[config.mk]
export PLATFORM = sky130hd
export DESIGN_NAME = rtc_chg_flags
export DESIGN_NICKNAME = d
export VERILOG_FILES = /design/src/rtl/pcf_pkg.sv /design/src/rtl/pcf_decode.sv /design/src/rtl/pcf_flag_bank.sv /design/src/rtl/pcf_osc_ctl.sv /design/src/rtl/rtc_chg_flags.sv
export SDC_FILE = /design/constraint.sdc
export NUM_CORES = 1
export LEC_CHECK = 0
export ABC_AREA = 1
export BUFFER_PORTS_ARGS = -buffer_cell sky130_fd_sc_hd__buf_2
export CAP_MARGIN = 20
export CELL_PAD_IN_SITES_DETAIL_PLACEMENT = 1
export CELL_PAD_IN_SITES_GLOBAL_PLACEMENT = 2
export CORE_MARGIN = 10
export CORE_UTILIZATION = 18
export CTS_BUF_LIST = sky130_fd_sc_hd__clkbuf_4 sky130_fd_sc_hd__clkbuf_8
export DETAILED_ROUTE_END_ITERATION = 8
export MAX_ROUTING_LAYER = met4
export PLACE_DENSITY_LB_ADDON = 0.08
export SETUP_SLACK_MARGIN = 0.05
export SYNTH_ARGS = -nofsm -noshare
export SYNTH_HDL_FRONTEND = slang
export SYNTH_HIERARCHICAL = 1
export SYNTH_SLANG_ARGS = --single-unit
[constraint.sdc]
create_clock -name clk -period 0.8 [get_ports clk]
set_input_delay 0.04 -clock clk [delete_from_list [all_inputs] [get_ports clk]]
set_output_delay 0.04 -clock clk [all_outputs]
set_load 0.02 [all_outputs]
[src/rtl/pcf_pkg.sv]
package pcf_pkg;
  // Next value of one change flag: an event in the clearing cycle wins.
  function automatic logic flag_next(input logic cur, input logic evt, input logic clr);
    return evt | (cur & ~clr);
  endfunction

  // Next oscillator-fail flag: a failure beats a start command.
  function automatic logic osc_fail_next(input logic cur, input logic fail_evt,
                                         input logic start, input logic running);
    if (fail_evt) return 1'b1;
    if (start && running) return 1'b0;
    return cur;
  endfunction
endpackage

[src/rtl/pcf_decode.sv]
module pcf_decode #(
  parameter int ADDR_W    = 5,
  parameter int FLAG_ADDR = 1,
  parameter int TEST_ADDR = 31
) (
  input  logic [ADDR_W-1:0] addr,
  input  logic              rd,
  input  logic              wr,
  input  logic              test_en,
  output logic              rd_hit,
  output logic              wr_hit,
  output logic              test_sel
);
  localparam logic [ADDR_W-1:0] FA = ADDR_W'(FLAG_ADDR);
  localparam logic [ADDR_W-1:0] TA = ADDR_W'(TEST_ADDR);

  always_comb begin
    rd_hit   = rd && (addr == FA);
    wr_hit   = wr && (addr == TA ? 1'b0 : addr == FA);
    test_sel = test_en && (rd || wr) && (addr == TA);
  end
endmodule

[src/rtl/pcf_flag_bank.sv]
module pcf_flag_bank #(
  parameter int N = 6
) (
  input  logic         clk,
  input  logic         rst_n,
  input  logic [N-1:0] evt,
  input  logic         clr,
  output logic [N-1:0] flags
);
  import pcf_pkg::*;

  for (genvar i = 0; i < N; i++) begin : g_flag
    always_ff @(posedge clk or negedge rst_n) begin
      if (!rst_n) flags[i] <= 1'b0;
      else        flags[i] <= flag_next(flags[i], evt[i], clr);
    end
  end
endmodule

[src/rtl/pcf_osc_ctl.sv]
module pcf_osc_ctl (
  input  logic clk,
  input  logic rst_n,
  input  logic fail_evt,
  input  logic start_wr,
  input  logic xtal_running,
  input  logic wr_hit,
  input  logic wr_supply,
  input  logic wr_test,
  output logic osc_fail,
  output logic single_supply,
  output logic test_en
);
  import pcf_pkg::*;

  always_ff @(posedge clk or negedge rst_n) begin
    if (!rst_n) begin
      osc_fail      <= 1'b1;
      single_supply <= 1'b1;
      test_en       <= 1'b0;
    end else begin
      osc_fail <= osc_fail_next(osc_fail, fail_evt, start_wr, xtal_running);
      if (fail_evt)    single_supply <= 1'b1;
      else if (wr_hit) single_supply <= wr_supply;
      if (wr_hit)      test_en <= wr_test;
    end
  end
endmodule

[src/rtl/rtc_chg_flags.sv]
module rtc_chg_flags #(
  parameter int ADDR_W    = 5,
  parameter int N_FLAGS   = 6,
  parameter int FLAG_ADDR = 1,
  parameter int TEST_ADDR = 31
) (
  input  logic                 clk,
  input  logic                 rst_n,
  input  logic [ADDR_W-1:0]    bus_addr,
  input  logic                 bus_rd,
  input  logic                 bus_wr,
  input  logic [N_FLAGS+1:0]   wr_data,
  input  logic [N_FLAGS-1:0]   tick,
  input  logic                 osc_fail_evt,
  input  logic                 xtal_running,
  input  logic                 start_wr,
  output logic [N_FLAGS+1:0]   rd_data,
  output logic                 single_supply,
  output logic                 test_mode_en,
  output logic                 test_reg_sel
);
  localparam int DATA_W   = N_FLAGS + 2;
  localparam int OSC_BIT  = N_FLAGS;
  localparam int TEST_BIT = N_FLAGS + 1;

  // Named internal events, visible to the bound checker.
  logic               rd_hit;
  logic               wr_hit;
  logic [N_FLAGS-1:0] flag_q;
  logic               osc_fail_q;

  pcf_decode #(.ADDR_W(ADDR_W), .FLAG_ADDR(FLAG_ADDR), .TEST_ADDR(TEST_ADDR)) u_dec (
    .addr(bus_addr), .rd(bus_rd), .wr(bus_wr), .test_en(test_mode_en),
    .rd_hit(rd_hit), .wr_hit(wr_hit), .test_sel(test_reg_sel)
  );

  pcf_flag_bank #(.N(N_FLAGS)) u_flags (
    .clk(clk), .rst_n(rst_n), .evt(tick), .clr(rd_hit), .flags(flag_q)
  );

  pcf_osc_ctl u_osc (
    .clk(clk), .rst_n(rst_n), .fail_evt(osc_fail_evt), .start_wr(start_wr),
    .xtal_running(xtal_running), .wr_hit(wr_hit),
    .wr_supply(wr_data[OSC_BIT]), .wr_test(wr_data[TEST_BIT]),
    .osc_fail(osc_fail_q), .single_supply(single_supply), .test_en(test_mode_en)
  );

  // Read data shows the pre-clear state; the clear lands at the clock edge.
  always_comb begin
    rd_data = '0;
    if (rd_hit) rd_data = {test_mode_en, osc_fail_q, flag_q};
  end
endmodule

==> run metrics <==
outcome=complete, but fails checks; failing checks=setup timing; fin nets=between 150 and 200; RePlAce Congestion=between 0.6 and 0.7; Initial Util=about a fifth; Max Freq=around 0.96 GHz; number of synthesized flops with an enable pin=0; via/cell ratio=3.818; cell with the most instances after synthesis=nand2_1; Max-cap violations=0; Reg2Reg Setup Slack=-0.19 ns; CTS tree=yes; synth cell count leaders=nand2_1, inv_1, dfrtp_1; Min Clock Period, post-route=around 1.0 ns; Final period util=130.9%; Final Max Slew Viols=0; worst setup path class=reg2out; Worst Hold Depth=5; grt ovf=0; IO Port Bufs=30; Detailed Place HPWL=about 1200 um; Detailed Route WL=approximately 1700 um; Synth Net Count=95; Post-synth top flop=dfrtp_1; final setup TNS=-1.920 ns; Pint=between 0.8 and 0.9 mW; reg2reg path depth=5; Netlist Area Pre-Place=roughly 480 um^2; register share of total power=roughly two fifths; clk_lat worst skew=approximately 0.26 ns; antenna viol nets, final=0; DR DRC count=0; Antenna Diode Count=0; clock network power share=33.5%; CP Capture Type=primary output; die area=between 5000 and 6000 um^2; TritonCTS Buffers=3; Comb power frac=approximately a quarter; layout cells sized above 1=approximately three fifths; vias in the first global route=662; hold slack=approximately 0.15 ns; clock skew=0 ns; H-tree depth=1; clock sink count=9; crit path DAT=between 1 and 1.5 ns; crit-path max FO=2; Overall Power=1.181 mW; Seq cells post-synth=9; row cnt=18; RSZ-0062 raised after global routing=yes; r2r startpoint=u_osc/test_en; HP Class=in2reg; Max-slew headroom=a little over four fifths; Switching Fraction=25.05%; post-synthesis async set-or-reset flop share=100.0%; DR iter-0 viols=11; CP Launch Type=flip-flop; Die Y=71.40 um; total track usage=under 10%; FF-to-FF End=u_osc/test_en; Area contributors post-synth=dfrtp_1, nand2_1, inv_1; PD cells=about 1100 nW/um^2; Max VDD drop=0.0008078 V; number of I/O pins=37; slew at the pin closest to its max-slew limit=0.2265 ns; Syn Area/Cell=between 6 and 7 um^2; P_leak=between 0.5 and 0.6 nW; Core ar.=~2500 um^2; Hold Violations, Final=0; register area share after synthesis=a little under half; P_sw=0.2958 mW; Clock Tree Root=clkbuf_4; Distinct cells, synth=12; Die W=71.40 um; Hold Crit Endpoint=u_osc/single_supply; Worst Hold Launch=bus_wr; Final Worst Setup Slack=-0.2470 ns; Vias=588; WL/cell=~11 um; # setup viols final=12; CTS clk-pin slew, worst paths=0.07 ns; Required @ worst endpoint=0.76 ns; Post-Place Setup Slack=-0.1831 ns; Layout area overhead=121.8%; largest net degree at the start of global routing=10; Ys Warns=6; largest area contributor in the netlist=dfrtp_1; first-pass GRT wire length=2849 um; cells after synthesis=around 70; Max clock buf depth=2; DR pass1 iterations=4; top cell type's share of synthesized area=a little under two fifths; initial antenna violation count=0
## registers in the layout, summed over array words and instances (netlist names)
name                 flops
u_osc/osc_fail           1
u_osc/test_en            1
u_flags/flags            6
u_osc/single_supply      1
## power by group through the flow
stage	Combinational (mW)	Sequential, mW	Clock (mW)
6_report	0.293	0.492	0.396
5_1_grt	0.326	0.494	0.426
4_1_cts	0.229	0.490	0.407
3_5_place_dp	0.159	0.499	0
3_3_place_gp	0.156	0.500	0
2_1_floorplan	0.0511	0.510	0
## kinds of logic after synthesis
kind of cell	synth area share [%]
AND/OR/NAND/NOR	34.47
buffers and inverters	17.63
flip-flops	47.90
## critical path, cell delays in order (launching register included)
cell	delay, ns
dfstp_2	0.54
nand2_2	0.05
inv_2	0.05
buf_6	0.11
## how the worst max path moves through the flow
stage | start | endpoint | slack (ns) | cells past startpoint
4_1_cts | u_osc/osc_fail | rd_data[6] | -0.26 | 3
3_3_place_gp | bus_addr[3] | u_osc/test_en | -0.17 | 8
5_1_grt | u_osc/test_en | test_reg_sel | -0.32 | 3
3_5_place_dp | bus_addr[3] | u_osc/test_en | -0.18 | 8
2_1_floorplan | u_osc/test_en | test_reg_sel | 0.02 | 2
6_report | u_osc/osc_fail | rd_data[6] | -0.25 | 3
## routing by layer
layer,GRT usage [%],routed length [um],share of wire [%],vias to the layer above
li1,-,-,-,303
met1,7.238,708,42,264
met2,10.98,854,50,21
met3,3.994,134,7.9,0
met4,1.935,0,0,0
met5,-,0,0,-
## layout by cell type (no fill, tap or decap)
master         Yosys  layout
dlygate4sd3_1      0      12
nand3_2            2       2
buf_8              0       1
nand2_2            1       8
nor2_1             4       1
buf_2              1      16
clkbuf_4           0       4
dfstp_2            2       2
nor2_4             0       4
nand4_1            1       1
dfrtp_1            7       6
buf_4              0       7
buf_6              0      16
nand2_4            0       2
nand2_1           28      19
inv_8              0       1
dfrtp_2            0       1
nand3_1            1       1
inv_2              2      10
inv_1             19      10
## layout make-up
cell class / instances / area [um^2]
clock buffers: 4 / 30.03
fillers: 301 / 1445
flip-flops and latches: 9 / 229.0
well taps: 30 / 37.54
repair buffers: 52 / 447.9
multi-input cells: 38 / 224.0
inverters: 21 / 86.33
## metrics by stage
step	cell area (um^2)	util, %	cells
final	1055	42.19	154
after global routing	1055	42.19	154
after CTS	934.6	37.39	150
after detailed placement	689.4	27.58	131
after global placement	689.4	27.58	131
after floorplan	484.2	-	69
## what timing repair did
item | in CTS | in global routing
gates cloned | 1 | 0
hold buffers | 12 | 0
endpoints found under the setup margin | 12 | 19
gates resized for setup | 25 | 28
pin swaps | 1 | 12
setup buffers | 2 | 4
hold endpoints to repair | 18 | 0
No activity file was read; power rests on OpenSTA's default activity.
